`src/rtl/rtc_wave_pkg.sv`:
```
package rtc_wave_pkg;

  typedef enum logic [2:0] {
    SRC_LOW     = 3'd0,
    SRC_1HZ     = 3'd1,
    SRC_32HZ    = 3'd2,
    SRC_64HZ    = 3'd3,
    SRC_512HZ   = 3'd4,
    SRC_ALM_TGL = 3'd5,
    SRC_ALM_LVL = 3'd6,
    SRC_PULSE   = 3'd7
  } wave_src_e;

  localparam int NUM_SRC = 8;

  // log2 of the pulse high length in double-rate ticks
  function automatic int unsigned high_shift(input logic [2:0] code);
    case (code)
      3'd0:    high_shift = 11;
      3'd1:    high_shift = 10;
      3'd2:    high_shift = 8;
      3'd3:    high_shift = 6;
      3'd4:    high_shift = 5;
      3'd5:    high_shift = 3;
      3'd6:    high_shift = 1;
      default: high_shift = 0;
    endcase
  endfunction

endpackage

```
`src/rtl/rtc_tick_divider.sv`:
```
module rtc_tick_divider #(
  parameter int DIV_W = 16
) (
  input  logic             clk,
  input  logic             rst,
  input  logic             tick_2x,
  output logic [DIV_W-1:0] cnt_nx
);
  logic [DIV_W-1:0] cnt_q;

  assign cnt_nx = cnt_q + {{(DIV_W-1){1'b0}}, 1'b1};

  always_ff @(posedge clk) begin
    if (rst)          cnt_q <= '0;
    else if (tick_2x) cnt_q <= cnt_nx;
  end
endmodule

```
`src/rtl/rtc_pulse_shaper.sv`:
```
module rtc_pulse_shaper
  import rtc_wave_pkg::*;
#(
  parameter int DIV_W = 16
) (
  input  logic [DIV_W-1:0] cnt_nx,
  input  logic [2:0]       high_code,
  input  logic [1:0]       period_code,
  output logic             pulse_lvl
);
  localparam logic [DIV_W-1:0] ALL_ONES = '1;
  localparam logic [DIV_W-1:0] ONE      = {{(DIV_W-1){1'b0}}, 1'b1};

  logic [DIV_W-1:0] pos;
  logic [DIV_W-1:0] high_len;

  always_comb begin
    pos       = cnt_nx & (ALL_ONES >> period_code);
    high_len  = ONE << high_shift(high_code);
    pulse_lvl = (pos < high_len);
  end
endmodule

```
`src/rtl/rtc_alarm_tracker.sv`:
```
module rtc_alarm_tracker (
  input  logic clk,
  input  logic rst,
  input  logic alarm,
  output logic tog_q
);
  logic alarm_d;

  always_ff @(posedge clk) begin
    if (rst) begin
      alarm_d <= 1'b0;
      tog_q   <= 1'b0;
    end else begin
      alarm_d <= alarm;
      if (alarm && !alarm_d) tog_q <= !tog_q;
    end
  end
endmodule

```
`src/rtl/rtc_wave_select.sv`:
```
module rtc_wave_select
  import rtc_wave_pkg::*;
(
  input  logic               clk,
  input  logic               rst,
  input  logic               tick_2x,
  input  logic [2:0]         sel,
  input  logic [NUM_SRC-1:0] src,
  output logic               wave_q
);
  always_ff @(posedge clk) begin
    if (rst)          wave_q <= 1'b0;
    else if (tick_2x) wave_q <= src[sel];
  end
endmodule

```
`src/rtl/rtc_wave_gen.sv`:
```
module rtc_wave_gen
  import rtc_wave_pkg::*;
#(
  parameter int DIV_W   = 16,
  parameter int NUM_OUT = 2
) (
  input  logic       clk,
  input  logic       rst,
  input  logic       tick_2x,
  input  logic       alarm,
  input  logic [2:0] sel0,
  input  logic [2:0] sel1,
  input  logic [2:0] high_code,
  input  logic [1:0] period_code,
  output logic       wave0,
  output logic       wave1
);
  // Counter bit whose toggling rate gives each square-wave frequency
  localparam int BIT_1HZ   = DIV_W - 1;
  localparam int BIT_32HZ  = DIV_W - 6;
  localparam int BIT_64HZ  = DIV_W - 7;
  localparam int BIT_512HZ = DIV_W - 10;

  logic [DIV_W-1:0]   cnt_nx;
  logic               pulse_lvl;
  logic               tog_q;
  logic [NUM_SRC-1:0] src;
  logic [2:0]         sel_arr  [NUM_OUT];
  logic               wave_arr [NUM_OUT];

  rtc_tick_divider #(.DIV_W(DIV_W)) u_div (
    .clk(clk), .rst(rst), .tick_2x(tick_2x), .cnt_nx(cnt_nx)
  );

  rtc_pulse_shaper #(.DIV_W(DIV_W)) u_pulse (
    .cnt_nx(cnt_nx), .high_code(high_code), .period_code(period_code),
    .pulse_lvl(pulse_lvl)
  );

  rtc_alarm_tracker u_alarm (
    .clk(clk), .rst(rst), .alarm(alarm), .tog_q(tog_q)
  );

  always_comb begin
    src              = '0;
    src[SRC_LOW]     = 1'b0;
    src[SRC_1HZ]     = cnt_nx[BIT_1HZ];
    src[SRC_32HZ]    = cnt_nx[BIT_32HZ];
    src[SRC_64HZ]    = cnt_nx[BIT_64HZ];
    src[SRC_512HZ]   = cnt_nx[BIT_512HZ];
    src[SRC_ALM_TGL] = tog_q;
    src[SRC_ALM_LVL] = alarm;
    src[SRC_PULSE]   = pulse_lvl;
  end

  assign sel_arr[0] = sel0;
  assign sel_arr[1] = sel1;

  for (genvar i = 0; i < NUM_OUT; i++) begin : g_out
    rtc_wave_select u_sel (
      .clk(clk), .rst(rst), .tick_2x(tick_2x),
      .sel(sel_arr[i]), .src(src), .wave_q(wave_arr[i])
    );
  end

  assign wave0 = wave_arr[0];
  assign wave1 = wave_arr[1];
endmodule

```
`config.mk`:
```
export PLATFORM = sky130hd
export DESIGN_NAME = rtc_wave_gen
export DESIGN_NICKNAME = d
export VERILOG_FILES = /design/src/rtl/rtc_wave_pkg.sv /design/src/rtl/rtc_tick_divider.sv /design/src/rtl/rtc_pulse_shaper.sv /design/src/rtl/rtc_alarm_tracker.sv /design/src/rtl/rtc_wave_select.sv /design/src/rtl/rtc_wave_gen.sv
export SDC_FILE = /design/constraint.sdc
export NUM_CORES = 1
export LEC_CHECK = 0
export ABC_AREA = 1
export CAP_MARGIN = 20
export CORE_ASPECT_RATIO = 0.9
export CORE_MARGIN = 1.5
export CORE_UTILIZATION = 45
export CTS_BUF_LIST = sky130_fd_sc_hd__clkbuf_16
export CTS_CLUSTER_DIAMETER = 80
export DETAILED_ROUTE_END_ITERATION = 6
export PLACE_DENSITY = 0.66
export SETUP_SLACK_MARGIN = 0.5
export SLEW_MARGIN = 25
export SYNTH_ARGS = -nofsm -noshare
export SYNTH_HDL_FRONTEND = slang
export SYNTH_SLANG_ARGS = --single-unit
```
`constraint.sdc`:
```
create_clock -name clk -period 3.6 [get_ports clk]
set_input_delay 0.36 -clock clk [delete_from_list [all_inputs] [get_ports clk]]
set_output_delay 0.36 -clock clk [all_outputs]
set_load 0.02 [all_outputs]
```
# Word level (Yosys, flattened, before mapping)
# Cells that the tools add are included.
[totals]
output_inout_bits = 2
register_bits = 20
[classes]
addsub = 1
n_eq_ne = 6
muxes = 5
n_lt_le_gt_ge = 3
bitwise = 1
n_reduce_logical = 4
shift = 2
[op_table]
columns = ["operator", "count"]
rows = [
  ["4-bit one-hot mux with 7 select lines", 1],
  ["16-bit by 1-bit adder with 16-bit output, second input constant", 1],
  ["16-bit AND", 1],
  ["16-bit < comparator", 1],
  ["1-bit by 4-bit << shifter with 16-bit output, first input constant", 1],
  ["16-bit by 2-bit >> shifter with 16-bit output, first input constant", 1],
  ["3-bit equality test, second input constant", 3],
  ["3-bit by 4-bit < comparator with 1-bit output, second input constant", 2],
  ["1-bit binary-select mux with 3-bit select", 2],
  ["3-bit by 2-bit equality test with 1-bit output, second input constant", 2],
  ["3-bit by 1-bit equality test with 1-bit output, second input constant", 1],
  ["3-bit zero test", 1],
  ["1-bit zero test", 2],
  ["1-bit 2-to-1 mux", 2],
  ["1-bit logical AND", 1],
]

# Longest topological paths before layout
# Gate-level depths: netlist (run 1).
[depth]
word_depth = 6
mapped_depth = 19
mapped_depth_nobuf = 19

# Hierarchy
# A second synthesis (run 1) with hierarchy kept.
[unflattened]
cells_unflattened = 296
hier_area_um2 = 1825.5
[modules_own_cells]
columns = ["module", "instances", "area_per_inst_um2", "seq_area_each_um2", "cells_each"]
rows = [
  ["rtc_tick_divider", 1, 1049.8, 320.3, 165],
  ["rtc_pulse_shaper", 1, 419.2, 0.0, 64],
  ["rtc_wave_select", 2, 140.1, 20.0, 28],
  ["rtc_alarm_tracker", 1, 72.6, 40.0, 10],
  ["rtc_wave_gen", 1, 3.8, 0.0, 1],
]

# Worst setup path before layout (run 1)
# No wires, ideal clock.
[synth_path]
path_kind = "register -> register"
start = "register u_div.cnt_q[0]"
end = "register g_out[0].u_sel.wave_q"
required_ps = 3468
slack_ps = 1201
stages_incl_launch_ff = 20
setup_time_ps = 132
arrival_ps = 2267
synth_period_minus_slack_ps = 2399
path_cell_list = "dfxtp_1 ha_1 nand2_1 nor2_4 nand3_1 inv_2 nand3_1 nor2_1 xor2_1 nor2_1 ha_1 nand4_1 a21oi_1 nor2_1 nand2_1 nand2_1 nand2_1 nand2_1 nand3_1 a21oi_1"
[synth_via]
elab_chain_cells = 5
[synth_lines]
columns = ["item", "line", "source"]
rows = [
  ["start: declaration", "rtc_tick_divider.sv:9", "logic [DIV_W-1:0] cnt_q;"],
  ["start signal: assignment", "rtc_tick_divider.sv:15", "else if (tick_2x) cnt_q <= cnt_nx;"],
  ["16-bit by 1-bit adder with 16-bit output (*)", "rtc_tick_divider.sv:11", "assign cnt_nx = cnt_q + {{(DIV_W-1){1'b0}}, 1'b1};"],
  ["16-bit AND", "rtc_pulse_shaper.sv:18", "pos = cnt_nx & (ALL_ONES >> period_code);"],
  ["16-bit < comparator", "rtc_pulse_shaper.sv:20", "pulse_lvl = (pos < high_len);"],
  ["1-bit binary-select mux with 3-bit select (*)", "rtc_wave_select.sv:13", "else if (tick_2x) wave_q <= src[sel];"],
  ["1-bit 2-to-1 mux (not written as such) (*)", "rtc_wave_select.sv:13", ""],
  ["end signal: assignment", "rtc_wave_select.sv:13", ""],
  ["end: declaration", "rtc_wave_select.sv:9", "output logic wave_q"],
]
# Every way passes the cells marked *; elsewhere a longest branch is shown, timed or not. The select of a mux whose other input is x is not followed.
# A chain may end at the register's enable or synchronous reset.

# Final worst setup path (run 1)
[layout_path]
start = "register u_div.cnt_q[1]"
end = "register g_out[1].u_sel.wave_q"
[layout_via]
elab_chain_cells = 5
[layout_lines]
columns = ["item", "line"]
rows = [
  ["16-bit by 1-bit adder with 16-bit output (*)", "rtc_tick_divider.sv:11"],
  ["16-bit AND", "rtc_pulse_shaper.sv:18"],
  ["16-bit < comparator", "rtc_pulse_shaper.sv:20"],
  ["1-bit binary-select mux with 3-bit select (*)", "rtc_wave_select.sv:13"],
  ["1-bit 2-to-1 mux (not written as such) (*)", "rtc_wave_select.sv:13"],
  ["end signal: assignment", "rtc_wave_select.sv:13"],
  ["end: declaration", "rtc_wave_select.sv:9"],
]
# Marks and branches as above.

==> results of run 1 <==
## report_power, final
part / switching [mW] / leakage (nW) / internal, mW / total, mW
combinational: 0.0816 / 0.700 / 0.0621 / 0.144
clock: 0.0851 / 0.0511 / 0.221 / 0.306
sequential: 0.0161 / 0.166 / 0.237 / 0.253
## logic make-up after synthesis
logic type	count (synthesis)	synth area share (%)
adders and majority gates	16	12.3
AOI/OAI and AO/OA	51	16.8
DFF	20	24.7
other	1	0.231
xor gates and xnor gates	10	5.40
buffers and inverters	40	9.79
and+or+nand+nor	101	30.8
## final cells by class
class / instances / area (µm²)
clock inverter: 1 / 30.0
multi-input combinational: 186 / 1090
fill: 327 / 1450
timing repair buffer: 17 / 168
clock buffer: 3 / 75.1
sequential: 20 / 402
tap: 44 / 55.1
inverter: 36 / 135
## cell usage after synthesis
cell type / number / area, µm²
nand4_1: 6 / 37.5
nand3_1: 13 / 65.1
nor3b_1: 1 / 7.51
o21ai_1: 3 / 15.0
or2_2: 2 / 12.5
ha_1: 16 / 200
nor4_4: 1 / 21.3
o21ai_0: 17 / 85.1
buf_2: 1 / 5.00
conb_1: 1 / 3.75
nor3_2: 2 / 20.0
nand3b_1: 3 / 22.5
nand3_2: 2 / 20.0
clkinv_1: 1 / 3.75
clkbuf_1: 2 / 7.51
xor2_1: 8 / 70.1
inv_2: 4 / 15.0
nor3_1: 1 / 5.00
inv_1: 31 / 116
nor2_1: 21 / 78.8
buf_6: 1 / 11.3
a31o_2: 1 / 8.76
nor2_4: 1 / 11.3
nand2_1: 45 / 169
dfxtp_1: 20 / 400
nand2_2: 2 / 12.5
o211ai_1: 2 / 15.0
nor3_4: 1 / 16.3
xnor2_1: 2 / 17.5
a21boi_2: 1 / 11.3
o21a_1: 1 / 7.51
a21oi_1: 26 / 130
## path summary, 6_finish.rpt
kind                         startpoint               endpoint  slack, ps
hold reg to reg   g_out[1].u_sel.wave_q  g_out[1].u_sel.wave_q        480
hold / removal    g_out[1].u_sel.wave_q  g_out[1].u_sel.wave_q        480
setup / recovery         u_div.cnt_q[1]  g_out[1].u_sel.wave_q        880
setup reg to reg         u_div.cnt_q[1]  g_out[1].u_sel.wave_q        880
## sequential cells by signal, summed over array words and instances, names as in the netlist
register	count
u_div.cnt_q	16
u_alarm.tog_q	1
u_alarm.alarm_d	1
g_out.u_sel.wave_q	2
## per-stage QoR
stage / setup WS, ps / area, µm² / hold slack (ps) / std cells / power, mW
detailed placement: 830 / 1840 / 468 / 302 / 0.397
floorplan: 1200 / 1650 / 450 / 246 / 0.350
finish: 884 / 1950 / 479 / 307 / 0.703
global route: 518 / 1950 / 486 / 307 / 0.740
global placement: 828 / 1840 / 465 / 302 / 0.397
CTS: 800 / 1950 / 479 / 306 / 0.707
## timing repair
| action | CTS | global route |
|---|---|---|
| hold buffers | 0 | 0 |
| gates resized for setup | 0 | 1 |
| endpoints found under the hold margin | 0 | 0 |
| buffers inserted | 0 | 1 |
| endpoints found under the setup margin | 0 | 2 |
## layer usage
metal / routed length [µm] / GRT usage [%]
met5: 0 / 0
met4: 42 / 4.37
met3: 163 / 4.90
met2: 1480 / 30.7
met1: 1960 / 30.1
## critical path: cells and delay by family (launching register included)
family / cells / cell delay [ps]
and+or+nand+nor: 13 / 1190
adders and majority gates: 2 / 490
AOI/OAI and AO/OA: 2 / 250
DFF: 1 / 390
xor gates and xnor gates: 1 / 200
buffers and inverters: 1 / 80
==> flow_summary.json, run 1 <==
{
  "numCtsBuffers": 3,
  "final_common_cell": "nand2_1",
  "dp_hpwl_mm": 2.80,
  "post-route-period-util_pct": 75.4,
  "gp_congestion": 0.842,
  "netlist-cell-type-count": 32,
  "path_class": "flop to flop",
  "final_cell_mix": "45 x nand2_1, 31 x inv_1, 26 x a21oi_1",
  "io_buffers": 16,
  "die-area_mm2": 0.00398,
  "finClkSkew_ps": 2.83,
  "worst_slew_pin_slew_ps": 774,
  "final_nets": 295,
  "synth_seq_area_share_pct": 24.7,
  "required_ps": 3720,
  "worstHoldPathType": "flop to flop",
  "syn_inst": 239,
  "fin_setup_tns_ps": 0,
  "grt_pass1_wl_mm": 6.24,
  "rr_worst_depth": 19,
  "drt_iter0_markers": 60,
  "hold_violations": 0,
  "yosysWarnings": 0,
  "p_leak_nw": 0.917,
  "cts_tree": "done",
  "crit_top_cell": "nand2_1",
  "p_per_area_mw_per_mm2": 360,
  "clock_sinks": 20,
  "synth_area_mm2": 0.00162,
  "utilization_pct": 57.4,
  "critPathMaxFanout": 4,
  "rsz0062_at_grt": "no",
  "clk_pin_slew_ps": 60,
  "dieHeight_um": 60.0,
  "start_kind": "flop",
  "critPathCaptureType": "flop",
  "slew_viol_final": 0,
  "grt_max_degree": 23,
  "root_buffer": "clkbuf_16",
  "antenna_found_initial": 0,
  "viasPerCell": 5.01,
  "wire_per_inst_um": 11.9,
  "start_util_pct": 47.7,
  "clock_latency_ps": 250,
  "num_vias": 1538,
  "max_cap_violations": 0,
  "cts_max_level": 1,
  "cp.arrival_ps": 2840,
  "ios": 17,
  "drc": 0,
  "core_region_area_mm2": 0.00340,
  "hold_depth": 2,
  "finalSetupViolCount": 0,
  "cp_slowest_stage_delay_ps": 390,
  "overflow": 0,
  "row_count": 20,
  "postRouteAntennaNets": 0,
  "slew_headroom_pct": 48.3,
  "ir_worst_vdd_uv": 274,
  "wirelength_mm": 3.64,
  "grt_use_total_pct": 20.6,
  "drive_gt1_share_pct": 8.75,
  "status": "finished clean",
  "synth_area_per_cell_um2": 6.79,
  "synthToLayoutAreaGrowth_pct": 20.4,
  "grt_pass1_vias": 1382,
  "drt_pass1_iterations": 4,
  "max_freq_mhz": 368,
  "clock_path_buffers": 2,
  "period_needed_ps": 2720,
  "slowest_stage": "dfxtp_1",
  "antennaDiodeCount": 0,
  "die_w_um": 66.3,
  "synth_seq_cells": 20,
  "crit_chain": "ha_1, nand2_1, nor2_4, nand3_1, inv_2, nand3_1, nor2_1, xor2_1, nor2_1, ha_1, nand4_1, a21oi_1, nor2_1, nand2_1, nand2_1, nand2_1, nand2_1, nand3_1, a21oi_1"
}
Note: power is estimated with default switching activity, not from simulation.
==> inputs of run 2 (changes only) <==
Settings changed: PLACE_DENSITY 0.66 to 0.68.
Clock period 3.6 ns to 2.4 ns, I/O delays scaled along.
==> run 2 against run 1 <==
The flow now finishes with violations (negative setup slack). Setup slack got worse by 950 ps. Via count grew 6.0%. Register-to-register slack lost 950 ps. Die area unchanged. Critical path depth grew 1. Sequential share of layout area is 2.0 points lower. Global-route usage is 0.20 points lower. Critical path type unchanged.
==> flow_summary.json, run 2 (synthesis gave the netlist of run 1 again) <==
{
  "status": "finished, violations left",
  "violations": "negative setup slack",
  "drc": 0,
  "seq_power_share_pct": 37.6,
  "clock_path_buffers": 2,
  "final_nets": 322,
  "grt_use_total_pct": 20.4,
  "finalSetupViolCount": 2,
  "wirelength_mm": 3.83,
  "rsz0062_at_grt": "yes",
  "finClkSkew_ps": 2.03,
  "die_w_um": 66.3,
  "cts_max_level": 1,
  "p_int_uw": 710,
  "cts_tree": "done",
  "antenna_found_initial": 0,
  "viasPerCell": 4.88,
  "ir_worst_vdd_uv": 306,
  "final_cells": 334,
  "grt_pass1_vias": 1404,
  "antennaDiodeCount": 0,
  "period_needed_ps": 2460,
  "largest_reg_flops": 16,
  "hold_violations": 0,
  "max_cap_violations": 0,
  "p_leak_nw": 1.07,
  "final_cell_mix": "43 x nand2_1, 32 x inv_1, 25 x a21oi_1, 25 x buf_4, 20 x nor2_1",
  "required_ps": 2530,
  "postRouteAntennaNets": 0,
  "worstHoldPathType": "flop to flop",
  "numCtsBuffers": 3,
  "drt_iter0_markers": 33,
  "gp_congestion": 0.869,
  "root_buffer": "clkbuf_16",
  "drt_pass1_iterations": 4,
  "clock_sinks": 20,
  "clk_pin_slew_ps": 60,
  "critPathCaptureType": "flop",
  "fin_setup_tns_ps": -123,
  "num_vias": 1630,
  "final_common_cell": "nand2_1",
  "core_region_area_mm2": 0.00340,
  "start_kind": "flop",
  "drive_gt1_share_pct": 22.8,
  "max_freq_mhz": 406,
  "post-route-period-util_pct": 103,
  "wire_per_inst_um": 11.5,
  "p_per_area_mw_per_mm2": 443,
  "start_util_pct": 47.7,
  "slew_viol_final": 0,
  "synthToLayoutAreaGrowth_pct": 39.4,
  "top_register": "u_div.cnt_q",
  "grt_pass1_wl_mm": 6.04,
  "power_frac_comb_pct": 27.2,
  "row_count": 20,
  "dp_cells": 324,
  "dp_hpwl_mm": 2.81,
  "ios": 17,
  "ctsHoldBuffers": 0,
  "grt_max_degree": 23,
  "path_class": "flop to flop",
  "io_buffers": 16,
  "switchingPower_uw": 291,
  "reg_top3": "u_div.cnt_q x16, g_out.u_sel.wave_q x2",
  "setup_ws_ps": -61.3,
  "clockPowerShare_pct": 35.3,
  "critPathMaxFanout": 3,
  "dieHeight_um": 60.0,
  "clock_latency_ps": 260,
  "cp.arrival_ps": 2590,
  "overflow": 0,
  "die-area_mm2": 0.00398,
  "switching_share_pct": 29.0
}
## run 2: changes by cell type in the layout (fill, tap and decap cells not counted), moves of 3 or more
cell,previous run,this run
buf_4,1,25
dfxtp_1,19,13
dfxtp_4,0,4
xor2_1,8,5
xor2_2,0,3
## run 2: cell type report
class                           instances  area (µm²)
Tap cell                               44        55.1
Inverter                               36         135
Sequential cell                        20         419
Fill cell                             335        1140
Timing Repair Buffer                   44         390
Clock buffer                            3        75.1
Multi-Input combinational cell        186        1180
Clock inverter                          1        3.75
## run 2: critical path, stage by stage, from the launching register on
cell and delay, ps:
dfxtp_4 370, buf_12 100, ha_4 130, nand2_4 50, nor2_4 120, nand3_2 90, inv_2 90, nand3_4 80
buf_6 130, xor2_2 170, inv_1 60, ha_1 270, nand4_1 130, a21oi_2 140, nor2_1 60, nand2_2 70
nand2_1 50, nand2_1 60, nand2_1 40, nand3_1 60, a21oi_1 60
## run 2: layer usage
metal	wire (µm)	part of all wire [%]	GRT usage, %	vias up
met4	64	1.7	8.75	0
met3	80	2.1	2.82	5
met2	1710	45	32.9	16
met1	1970	51	27.3	722
met5	0	0	0	-
li1	-	-	-	887
## run 2: timing repair
item / in CTS / in global routing
endpoints found under the setup margin: 2 / 2
gates resized for setup: 6 / 8
cloned: 0 / 0
setup buffers: 2 / 4
pin swaps: 7 / 5
## run 2: worst paths after layout
check,startpoint,to,slack (ps),depth (start not counted)
max,u_div.cnt_q[0],g_out[1].u_sel.wave_q,-60,20
max reg2reg,u_div.cnt_q[0],g_out[1].u_sel.wave_q,-60,20
min reg2reg,g_out[0].u_sel.wave_q,g_out[0].u_sel.wave_q,460,2
min,g_out[0].u_sel.wave_q,g_out[0].u_sel.wave_q,460,2
## run 2: through the flow
step / hold WS, ps / setup slack (ps) / utilization (%) / area [µm²] / power, mW
finish: 463 / -61.3 / 66.5 / 2260 / 1.00
global route: 485 / -261 / 66.5 / 2260 / 1.06
CTS: 467 / -62.1 / 64.4 / 2190 / 1.01
detailed placement: 457 / -188 / 61.0 / 2080 / 0.638
global placement: 457 / -136 / 61.0 / 2080 / 0.635
floorplan: 373 / 197 / - / 1710 / 0.534
## run 2: power by group through the flow
stage	registers, mW	clock network, mW	logic [mW]
2_1_floorplan	0.387	0	0.146
3_3_place_gp	0.382	0	0.254
3_5_place_dp	0.382	0	0.256
4_1_cts	0.375	0.365	0.265
5_1_grt	0.379	0.374	0.306
6_report	0.376	0.353	0.272
